## src/rtl/sched_pkg.sv

```systemverilog
package sched_pkg;
  parameter int BANK_W = 2;
  parameter int ROW_W  = 8;
  parameter int COL_W  = 6;

  typedef struct packed {
    logic              wr;
    logic [BANK_W-1:0] bank;
    logic [ROW_W-1:0]  row;
    logic [COL_W-1:0]  col;
  } sreq_t;
endpackage

```

## src/rtl/sched_queue.sv

```systemverilog
module sched_queue
  import sched_pkg::*;
#(
  parameter int NQ    = 8,
  parameter int AGE_W = 16
) (
  input  logic                  clk,
  input  logic                  rst_n,
  input  logic                  enq_valid,
  output logic                  enq_ready,
  input  sreq_t                 enq_ent,
  input  logic                  del_valid,
  input  logic [$clog2(NQ)-1:0] del_idx,
  output logic [NQ-1:0]         vld,
  output sreq_t                 ents    [NQ],
  output logic [AGE_W-1:0]      elapsed [NQ]
);
  localparam int IW = $clog2(NQ);

  logic [NQ-1:0]    vld_q;
  sreq_t            ent_q [NQ];
  logic [AGE_W-1:0] age_q [NQ];
  logic [AGE_W-1:0] ctr_q;
  logic [IW-1:0]    slot;
  logic             has_free;
  logic             enq_fire;

  // lowest free slot wins
  always_comb begin
    has_free = 1'b0;
    slot     = '0;
    for (int i = NQ - 1; i >= 0; i--) begin
      if (!vld_q[i]) begin
        has_free = 1'b1;
        slot     = IW'(i);
      end
    end
  end

  assign enq_ready = has_free;
  assign enq_fire  = enq_valid && has_free;

  always_ff @(posedge clk) begin
    if (!rst_n) begin
      vld_q <= '0;
      ctr_q <= '0;
      for (int i = 0; i < NQ; i++) begin
        ent_q[i] <= '0;
        age_q[i] <= '0;
      end
    end else begin
      if (del_valid) vld_q[del_idx] <= 1'b0;
      if (enq_fire) begin
        vld_q[slot] <= 1'b1;
        ent_q[slot] <= enq_ent;
        age_q[slot] <= ctr_q;
        ctr_q       <= ctr_q + 1'b1;
      end
    end
  end

  // wrap-safe age: distance from the tag counter
  always_comb begin
    for (int i = 0; i < NQ; i++) begin
      elapsed[i] = ctr_q - age_q[i];
      ents[i]    = ent_q[i];
    end
  end
  assign vld = vld_q;

  assert_grant_live_R11: assert property (@(posedge clk) disable iff (!rst_n)
    del_valid |-> vld_q[del_idx]);

  assert_enq_store_R10: assert property (@(posedge clk) disable iff (!rst_n)
    enq_fire |=> vld_q[$past(slot)]);
endmodule

```

## src/rtl/sched_banks.sv

```systemverilog
module sched_banks
  import sched_pkg::*;
#(
  parameter int T_RC = 6
) (
  input  logic              clk,
  input  logic              rst_n,
  input  logic              upd,
  input  logic              upd_act,
  input  logic [BANK_W-1:0] upd_bank,
  input  logic [ROW_W-1:0]  upd_row,
  output logic [2**BANK_W-1:0] open_vld,
  output logic [ROW_W-1:0]  open_row [2**BANK_W],
  output logic [2**BANK_W-1:0] rc_busy
);
  localparam int NB   = 2**BANK_W;
  localparam int RC_W = $clog2(T_RC) + 1;
  localparam logic [RC_W-1:0] RC_LOAD = RC_W'(T_RC - 1);
  localparam int SW   = $clog2(T_RC + 1) + 1;
  localparam logic [SW-1:0] RC_LIM = SW'(T_RC);

  for (genvar b = 0; b < NB; b++) begin : g_bank
    logic            sel;
    logic [RC_W-1:0] rc_q;
    logic [SW-1:0]   since_q;

    assign sel        = upd && (upd_bank == BANK_W'(b));
    assign rc_busy[b] = (rc_q != '0);

    always_ff @(posedge clk) begin
      if (!rst_n) begin
        open_vld[b] <= 1'b0;
        open_row[b] <= '0;
        rc_q        <= '0;
      end else begin
        if (sel) begin
          open_vld[b] <= 1'b1;
          open_row[b] <= upd_row;
        end
        if (sel && upd_act)  rc_q <= RC_LOAD;
        else if (rc_q != '0) rc_q <= rc_q - 1'b1;
      end
    end

    // independent distance counter for the spacing check
    always_ff @(posedge clk) begin
      if (!rst_n)                  since_q <= RC_LIM;
      else if (sel && upd_act)     since_q <= SW'(1);
      else if (since_q < RC_LIM)   since_q <= since_q + 1'b1;
    end

    assert_rc_gap_R8: assert property (@(posedge clk) disable iff (!rst_n)
      (sel && upd_act) |-> (since_q >= RC_LIM));
  end
endmodule

```

## src/rtl/sched_pick.sv

```systemverilog
module sched_pick
  import sched_pkg::*;
#(
  parameter int NQ    = 8,
  parameter int AGE_W = 16
) (
  input  logic [NQ-1:0]         vld,
  input  logic [NQ-1:0]         is_wr,
  input  logic [BANK_W-1:0]     bk      [NQ],
  input  logic [ROW_W-1:0]      rw      [NQ],
  input  logic [AGE_W-1:0]      elapsed [NQ],
  input  logic [2**BANK_W-1:0]  open_vld,
  input  logic [ROW_W-1:0]      open_row [2**BANK_W],
  input  logic [2**BANK_W-1:0]  rc_busy,
  input  logic                  wtr_busy,
  input  logic                  allow_rd,
  input  logic                  allow_wr,
  input  logic                  fcfs_mode,
  output logic                  sel_valid,
  output logic [$clog2(NQ)-1:0] sel_idx,
  output logic                  sel_act
);
  localparam int IW = $clog2(NQ);

  logic [NQ-1:0]    need_act;
  logic [NQ-1:0]    cand;
  logic             any_v, hit_v;
  logic [IW-1:0]    any_i, hit_i;
  logic [AGE_W-1:0] any_a, hit_a;

  always_comb begin
    for (int i = 0; i < NQ; i++) begin
      need_act[i] = !open_vld[bk[i]] || (open_row[bk[i]] != rw[i]);
      cand[i]     = vld[i]
                  && (is_wr[i] ? allow_wr : (allow_rd && !wtr_busy))
                  && !(need_act[i] && rc_busy[bk[i]]);
    end
  end

  // oldest overall and oldest hit; ascending scan with strict compare keeps lower index on ties
  always_comb begin
    any_v = 1'b0; any_i = '0; any_a = '0;
    hit_v = 1'b0; hit_i = '0; hit_a = '0;
    for (int i = 0; i < NQ; i++) begin
      if (cand[i] && (!any_v || elapsed[i] > any_a)) begin
        any_v = 1'b1; any_i = IW'(i); any_a = elapsed[i];
      end
      if (cand[i] && !need_act[i] && (!hit_v || elapsed[i] > hit_a)) begin
        hit_v = 1'b1; hit_i = IW'(i); hit_a = elapsed[i];
      end
    end
  end

  assign sel_valid = any_v;
  assign sel_idx   = (!fcfs_mode && hit_v) ? hit_i : any_i;
  assign sel_act   = need_act[sel_idx];
endmodule

```

## src/rtl/frs_sched.sv

```systemverilog
module frs_sched
  import sched_pkg::*;
#(
  parameter int NQ    = 8,
  parameter int AGE_W = 16,
  parameter int T_WTR = 4,
  parameter int T_RC  = 6,
  parameter int WR_HI = 3
) (
  input  logic                  clk,
  input  logic                  rst_n,
  input  logic                  fcfs_mode,
  input  logic                  req_valid,
  output logic                  req_ready,
  input  logic                  req_write,
  input  logic [BANK_W-1:0]     req_bank,
  input  logic [ROW_W-1:0]      req_row,
  input  logic [COL_W-1:0]      req_col,
  output logic                  gnt_valid,
  input  logic                  gnt_ready,
  output logic [$clog2(NQ)-1:0] gnt_idx,
  output logic                  gnt_need_act,
  output logic                  gnt_write,
  output logic [BANK_W-1:0]     gnt_bank,
  output logic [ROW_W-1:0]      gnt_row,
  output logic [COL_W-1:0]      gnt_col
);
  localparam int NB    = 2**BANK_W;
  localparam int CW    = $clog2(NQ + 1);
  localparam logic [CW-1:0] HI = CW'(WR_HI);
  localparam int WTR_W = $clog2(T_WTR) + 1;
  localparam logic [WTR_W-1:0] WTR_LOAD = WTR_W'(T_WTR - 1);
  localparam int SW    = $clog2(T_WTR + 1) + 1;
  localparam logic [SW-1:0] WTR_LIM = SW'(T_WTR);

  sreq_t            in_ent;
  sreq_t            ents    [NQ];
  logic [AGE_W-1:0] elapsed [NQ];
  logic [NQ-1:0]    vld, is_wr;
  logic [BANK_W-1:0] bk [NQ];
  logic [ROW_W-1:0]  rw [NQ];
  logic [NB-1:0]    open_vld, rc_busy;
  logic [ROW_W-1:0] open_row [NB];
  logic             fire, rd_pend, drain, wtr_busy;
  logic [CW-1:0]    wr_cnt;
  logic [WTR_W-1:0] wtr_q;
  logic [SW-1:0]    since_wr_q;
  sreq_t            cur;

  assign in_ent = '{wr: req_write, bank: req_bank, row: req_row, col: req_col};

  sched_queue #(.NQ(NQ), .AGE_W(AGE_W)) u_queue (
    .clk, .rst_n,
    .enq_valid (req_valid), .enq_ready (req_ready), .enq_ent (in_ent),
    .del_valid (fire), .del_idx (gnt_idx),
    .vld, .ents, .elapsed
  );

  always_comb begin
    rd_pend = 1'b0;
    wr_cnt  = '0;
    for (int i = 0; i < NQ; i++) begin
      is_wr[i] = ents[i].wr;
      bk[i]    = ents[i].bank;
      rw[i]    = ents[i].row;
      rd_pend  = rd_pend | (vld[i] & ~ents[i].wr);
      wr_cnt   = wr_cnt + CW'(vld[i] & ents[i].wr);
    end
  end

  assign drain    = (wr_cnt >= HI);
  assign wtr_busy = (wtr_q != '0);

  sched_pick #(.NQ(NQ), .AGE_W(AGE_W)) u_pick (
    .vld, .is_wr, .bk, .rw, .elapsed, .open_vld, .open_row, .rc_busy,
    .wtr_busy, .allow_rd (!drain), .allow_wr (drain || !rd_pend), .fcfs_mode,
    .sel_valid (gnt_valid), .sel_idx (gnt_idx), .sel_act (gnt_need_act)
  );

  assign cur       = ents[gnt_idx];
  assign gnt_write = cur.wr;
  assign gnt_bank  = cur.bank;
  assign gnt_row   = cur.row;
  assign gnt_col   = cur.col;
  assign fire      = gnt_valid && gnt_ready;

  sched_banks #(.T_RC(T_RC)) u_banks (
    .clk, .rst_n,
    .upd (fire), .upd_act (gnt_need_act), .upd_bank (cur.bank), .upd_row (cur.row),
    .open_vld, .open_row, .rc_busy
  );

  always_ff @(posedge clk) begin
    if (!rst_n)               wtr_q <= '0;
    else if (fire && cur.wr)  wtr_q <= WTR_LOAD;
    else if (wtr_q != '0)     wtr_q <= wtr_q - 1'b1;
  end

  // separate distance counter used only by the gap check
  always_ff @(posedge clk) begin
    if (!rst_n)                     since_wr_q <= WTR_LIM;
    else if (fire && cur.wr)        since_wr_q <= SW'(1);
    else if (since_wr_q < WTR_LIM)  since_wr_q <= since_wr_q + 1'b1;
  end

  assert_wtr_gap_R7: assert property (@(posedge clk) disable iff (!rst_n)
    (fire && !gnt_write) |-> (since_wr_q >= WTR_LIM));

  assert_write_hold_R5: assert property (@(posedge clk) disable iff (!rst_n)
    (fire && gnt_write) |-> (!rd_pend || drain));

  assert_drain_R6: assert property (@(posedge clk) disable iff (!rst_n)
    (fire && drain) |-> gnt_write);
endmodule

```

## config.mk

```make
export PLATFORM = sky130hd
export DESIGN_NAME = frs_sched
export DESIGN_NICKNAME = d
export VERILOG_FILES = /design/src/rtl/sched_pkg.sv /design/src/rtl/sched_queue.sv /design/src/rtl/sched_banks.sv /design/src/rtl/sched_pick.sv /design/src/rtl/frs_sched.sv
export SDC_FILE = /design/constraint.sdc
export NUM_CORES = 2
export LEC_CHECK = 0
export BUFFER_PORTS_ARGS = -buffer_cell sky130_fd_sc_hd__buf_2
export CORE_MARGIN = 5
export CORE_UTILIZATION = 42
export DETAILED_ROUTE_END_ITERATION = 10
export SLEW_MARGIN = 20
export SYNTH_ARGS = -nofsm -noshare
export SYNTH_HDL_FRONTEND = slang
export SYNTH_SLANG_ARGS = --single-unit
```

## constraint.sdc

```tcl
create_clock -name clk -period 29.1 [get_ports clk]
set_clock_uncertainty 0.1 [all_clocks]
set_input_delay 7.275 -clock clk [delete_from_list [all_inputs] [get_ports clk]]
set_output_delay 7.275 -clock clk [all_outputs]
set_load 0.01 [all_outputs]
```

# After elaboration in Yosys (flattened, before gate mapping)
# Memory sizes are Yosys's and may differ from the RTL's.
# Cells that the tools add are included.
[word_totals]
ramBits = 264
inputBits = 22
ff_bits = 79
rom_bits = 0
wordCells = 435
n_memories = 2
latch_bits = 0
output_inout_bits = 23
[op_classes]
n_bitwise = 44
magnitude_cmp = 36
eq_ne = 11
muxes = 157
shifts = 0
div = 0
reduce_logical = 144
mul = 0
n_addsub = 21
[memory_table]
columns = ["memory", "depth", "width", "read_ports", "rd_ports_with_merged_regs", "wr", "line_no", "text"]
rows = [
  ["u_queue.ent_q", 8, 17, 8, 0, 8, "sched_queue.sv:21", "sreq_t ent_q [NQ];"],
  ["u_queue.age_q", 8, 16, 8, 0, 8, "sched_queue.sv:22", "logic [AGE_W-1:0] age_q [NQ];"],
]
[op_table]
columns = ["op", "count"]
rows = [
  ["$mux W16", 15],
  ["$gt A16 B16 Y1", 14],
  ["$mux W8", 19],
  ["$bmux W8 S2", 8],
  ["$sub A16 B16 Y16", 8],
  ["$mux W3", 27],
  ["$ne A8 B8 Y1", 8],
  ["$logic_and A1 B1 Y1", 61],
  ["$mux W1", 59],
  ["$bmux W17 S3", 1],
  ["$mux W17", 3],
  ["$logic_not A1 Y1", 42],
  ["$bmux W1 S2", 16],
  ["$ge A3 B3 Y1 const B", 8],
  ["$lt A2 B3 Y1 const B", 8],
  ["$not A2 Y3", 8],
  ["$logic_or A1 B1 Y1", 23],
  ["$reduce_or A17 Y1", 1],
  ["$add A16 B1 Y16 const B", 1],
  ["$add A4 B1 Y4", 4],
  ["$and A1 B1 Y1", 16],
  ["$reduce_bool A4 Y1", 4],
  ["$reduce_or A16 Y1", 1],
  ["$sub A4 B1 Y4 const B", 4],
  ["23 further kinds", 54],
]

# Logic depth before layout (Yosys ltp)
# An unclocked memory read counts as a cell.
[depth]
word_depth = 57
ltp_mapped = 111
ltp_nobuf = 102

# Modules after synthesis
# From an unflattened synthesis, not the netlist that was laid out.
[hier_totals]
cells_unflattened = 3520
hier_area_um2 = 33358.2
[by_module_without_submodules]
columns = ["module", "seq_area_each_um2", "cells_each", "area_per_inst_um2", "instances"]
rows = [
  ["sched_queue", 8408.1, 1672, 17530.6, 1],
  ["sched_pick", 0.0, 1512, 12009.0, 1],
  ["sched_banks", 1041.0, 218, 2218.4, 1],
  ["frs_sched", 60.1, 118, 1600.3, 1],
]

# Least setup slack after synthesis
# Ideal clock, no wire load.
[synth_timing]
path_type = "register to output"
start = "register u_queue.vld_q[1], in the netlist u_queue.vld[1]"
end = "output port gnt_col[0]"
path_buffers = 14
t_required_ns = 21.725
t_arrival_ns = 20.178
path_stages_with_launch = 106
path_slack_ns = 1.547
path_cell_list = "dfxtp_1 clkbuf_1 and2_1 fa_1 inv_1 fa_1 fa_1 inv_1 ha_1 inv_1 fa_1 a211oi_1 mux2i_1 or3_1 nor2_1 o21ai_1 nor2_1 clkbuf_1 [... 70 more ...] a21o_1 ha_1 a211oi_1 o21ai_0 o211ai_1 a21oi_1 nor3_1 nor3_1 o21ai_0 o311a_1 o21ai_4 nand2_2 buf_6 buf_2 buf_1 mux2i_1 o22ai_1 or2_2"
[synth_via]
elab_chain_cells = 50
word_cells_on_any_way = 158
classes_between = "add/sub (7); order compare (15); mux (55); bitwise (10); reduce/logical (71)"
[synth_rtl]
columns = ["element", "line_no", "text"]
rows = [
  ["start, declared", "sched_queue.sv:20", "logic [NQ-1:0] vld_q;"],
  ["start signal, assigned", "sched_queue.sv:45", "vld_q <= '0;"],
  ["start signal, assigned by index", "sched_queue.sv:52", "if (del_valid) vld_q[del_idx] <= 1'b0;"],
  ["start signal, assigned by index", "sched_queue.sv:54", "vld_q[slot] <= 1'b1;"],
  ["$and A1 B1 Y1", "frs_sched.sv:67", "wr_cnt = wr_cnt + CW'(vld[i] & ents[i].wr);"],
  ["$add A1 B1 Y2", "frs_sched.sv:67", ""],
  ["$add A2 B1 Y3", "frs_sched.sv:67", ""],
  ["$add A3 B1 Y4", "frs_sched.sv:67", ""],
  ["$add A4 B1 Y4 (4 in a row)", "frs_sched.sv:67", ""],
  ["$ge A4 B2 Y1", "frs_sched.sv:71", "assign drain = (wr_cnt >= HI);"],
  ["$logic_not A1 Y1", "frs_sched.sv:76", ".wtr_busy, .allow_rd (!drain), .allow_wr (drain || !rd_pend), .fcfs_mode,"],
  ["$logic_and A1 B1 Y1", "sched_pick.sv:35", "&& (is_wr[i] ? allow_wr : (allow_rd && !wtr_busy))"],
  ["[... 30 more ...]", "n/a", ""],
  ["$logic_or A1 B1 Y1", "sched_pick.sv:48", "if (cand[i] && !need_act[i] && (!hit_v || elapsed[i] > hit_a)) begin"],
  ["$logic_and A1 B1 Y1", "sched_pick.sv:48", ""],
  ["$mux W1", "sched_pick.sv:48", ""],
  ["$logic_and A1 B1 Y1", "sched_pick.sv:55", "assign sel_idx = (!fcfs_mode && hit_v) ? hit_i : any_i;"],
  ["$mux W3 *", "sched_pick.sv:55", ""],
  ["$not A3 Y4 (not written as such) *", "frs_sched.sv:80", "assign cur = ents[gnt_idx];"],
  ["$bmux W17 S3 *", "frs_sched.sv:80", ""],
  ["$mux W17 (not written as such) * (2 in a row)", "frs_sched.sv:80", ""],
  ["end, declared", "frs_sched.sv:26", "output logic [COL_W-1:0] gnt_col"],
]
# Mark *: on every way between the ends. The rest lies on a longest branch, timed or not. The select of a mux whose other input is x is not followed.

==> reports/summary.txt <==
outcome - finished clean
Crit. End Element - primary output
ys flop type - edfxtp_1
Min-Delay Endpoint - u_banks.open_vld[1]$_SDFFE_PN0P_
clk root buf - clkbuf_16
fin crit share - 0.964
Synth top area share - 0.248
Hold Startpoint - u_banks.open_vld[1]$_SDFFE_PN0P_
Tmin final - 28050 ps
post-layout util - 0.475
layout cells sized above 1 - 0.131
CP max-delay cell - or4_1
total negative setup slack - 0 ps
R2R Path End - u_banks.open_row[31]$_SDFFE_PN0P_
GRT Resource Usage Total - 0.254
final setup fails - 0
Final Hold Viols - 0
FMAX - 35.7 MHz
count of buffer and inverter cells on the critical path - 12
Area contributors post-synth - edfxtp_1 25%, ha_1 14%, and2_1 5.7%
Flop pwr share - 0.361
Setup CP Type - reg2out
FF-to-FF setup slack - 7830 ps
DRT iter0 DRCs - 2365
Leakage Power - 15.0 nW
initial antenna violation count - 1
max-capacitance violation count - 0
Final Max Slew Viols - 0
Synth cell types - 102
sw frac - 0.342
commonest non-fill, non-tap cell in the layout - ha_1
Sink Count - 343
DRC violations left - 0
via count - 27000
Hold WC Path Type - reg2reg
synthesis-to-layout area growth - 12.3%
largest net degree at the start of global routing - 75
clock share of power - 0.312
antenna viol nets, final - 0
synthesized area per cell - 9.11 um2
Worst-Margin Slew - 1230 ps
Via density - 5.87
CP peak stage delay - 570 ps
Critical Path AT - 20670 ps
GRT overflow - 0
most frequent cells in the layout - 358 x ha_1, 307 x inv_1, 292 x and2_1
number of register bits inferred by synthesis - 343
final WL - 108000 um
startpoint type of the worst setup path - flop
synthesized area - 0.0320 mm2
total CTS buffers - 39
leading area contributor after synthesis - edfxtp_1
global-route wire length before repair - 160000 um
cell depth of the worst flop-to-flop path - 100
IO Port Bufs - 44
Mapped Cells - 3510
yosys warns - 0
pwr dens - 45.2 mW/mm2
slew margin rel. - 0.178
Final nets - 3989
Core Area - 0.0757 mm2
WP data required - 21720 ps
crit-path max FO - 16
sequential area share after synthesis - 0.297
Post-synth EDFFs - 264
P_int - 1.07 mW
H-tree levels - 2
clk slew on worst S/H paths - 60 ps
drt wl/cell - 23.4 um
CTS tree - yes
Sw Pwr - 0.555 mW
WHS Path Cells - 1
Worst VDD drop - 0.0490 mV
delay-heaviest family, CP - compound AO/OA/AOI/OAI gates
Clock Tree Buf Depth - 3
post-synthesis net count - 3902
DPL Wire Length - 82900 um
reg-to-reg startpoint - u_queue.ent_q[1][16]$_SDFFCE_PN0P_
vias in the first global route - 25600
std cell rows - 101
most used cell, CP - a21o_1
RePlAce Congestion - 0.956
I/O pin total - 45
Pre-antenna DRT Iters - 6
Critical Path Source - u_queue.ent_q[1][16]$_SDFFCE_PN0P_
CTS Hold Bufs - 0
Starting Density - 0.423
Die Span Y - 286 um
FFs w/ async S/R, synth - 0
width of the die - 286 um
worst-skew pair later-pin latency - 600 ps
die area - 0.0818 mm2
Comb power frac - 0.327
synthesized netlist by cell type (12+ instances only):
library cell,instances
nand2_1,222
edfxtp_1,264
and2_1,293
nor2b_1,33
mux2_2,37
or2_2,26
nand3_1,52
o211ai_1,35
dfxtp_1,79
nand2b_1,22
xor2_1,95
nand4_1,66
buf_2,24
a21o_1,94
o32ai_1,14
a31oi_1,13
o21a_1,58
a211oi_1,30
ha_1,358
a21oi_1,179
clkbuf_1,109
fa_1,12
nor3_1,70
and3_1,30
o21ai_0,175
a21boi_0,28
or3_1,28
mux4_2,42
a211o_1,12
inv_1,307
mux2i_1,178
nor2_1,177
nor4_1,18
o21bai_1,13
o22ai_1,34
xnor2_1,103
o31ai_1,13
routing by layer:
layer  global-route usage  vias to the layer above  share of wire
met4               0.0911                        0          0.040
li1                     -                    12900              -
met1                0.344                    13000           0.44
met2                0.421                      999           0.46
met3               0.0283                      228          0.065
met5                    0                        -              0
kinds of logic after synthesis:
group / share of synthesized area
AOI/OAI and AO/OA: 0.166
xor gates and xnor gates: 0.0542
adders and majority gates: 0.148
buffers and inverters: 0.0579
DFF: 0.297
muxes: 0.0988
and+or+nand+nor: 0.179
flip-flops by register name, summed over array words and instances (netlist names):
| signal | flops |
|---|---|
| u_banks.g_bank.rc_q | 16 |
| wtr_q | 3 |
| u_queue.age_q | 128 |
| u_banks.open_row | 32 |
| u_banks.open_vld | 4 |
| u_queue.ctr_q | 16 |
| u_queue.ent_q | 136 |
| u_queue.vld | 8 |
timing repair:
action | CTS | global route
endpoints found under the setup margin | 2 | 21
setup buffers | 0 | 19
gates cloned | 0 | 5
hold endpoints to repair | 0 | 0
resized for setup | 3 | 71
pin swaps | 0 | 13
final cells by class:
type | count | area, um2
diodes | 3 | 7.51
clock buffers | 50 | 1040
clock inverters | 20 | 269
fillers | 7112 | 39800
inverters | 314 | 1180
multi-input cells | 2697 | 21000
flip-flops and latches | 343 | 9510
well taps | 978 | 1220
repair buffers | 202 | 1670
how the worst max path moves through the flow:
| stage | slack, ps | to | cells past startpoint |
|---|---|---|---|
| after CTS | 50 | gnt_col[3] | 104 |
| after global placement | 830 | gnt_need_act | 102 |
| after detailed placement | 660 | gnt_need_act | 102 |
| final | 1050 | gnt_need_act | 91 |
| after global routing | -40 | gnt_need_act | 105 |
| after floorplan | 1550 | gnt_col[0] | 105 |
power groups by stage:
stage          clock network, mW  registers, mW  logic [mW]
2_1_floorplan                  0          0.584       0.357
3_3_place_gp                   0          0.596       0.506
3_5_place_dp                   0          0.597       0.507
4_1_cts                    0.515          0.586       0.511
5_1_grt                    0.536          0.590       0.583
6_report                   0.507          0.587       0.531
worst register-to-register path, delay by kind of cell (launching register included):
kind / cells / cell delay (ps)
compound gates: 49 / 9010
mux: 6 / 1790
simple gates: 16 / 3370
buf+inv: 17 / 2510
fa+ha+maj: 12 / 3920
flops: 1 / 430
through the flow:
step / area, um2 / setup slack (ps) / instances / total power [mW] / hold WS, ps
finish: 35900 / 1050 / 4607 / 1.62 / 387
CTS: 35400 / 51.7 / 4580 / 1.61 / 389
global route: 35900 / -41.8 / 4604 / 1.71 / 404
floorplan: 32000 / 1550 / 3510 / 0.941 / 357
global placement: 34100 / 830 / 4510 / 1.10 / 370
detailed placement: 34100 / 657 / 4510 / 1.10 / 375
No activity file was read; power rests on OpenSTA's default activity.
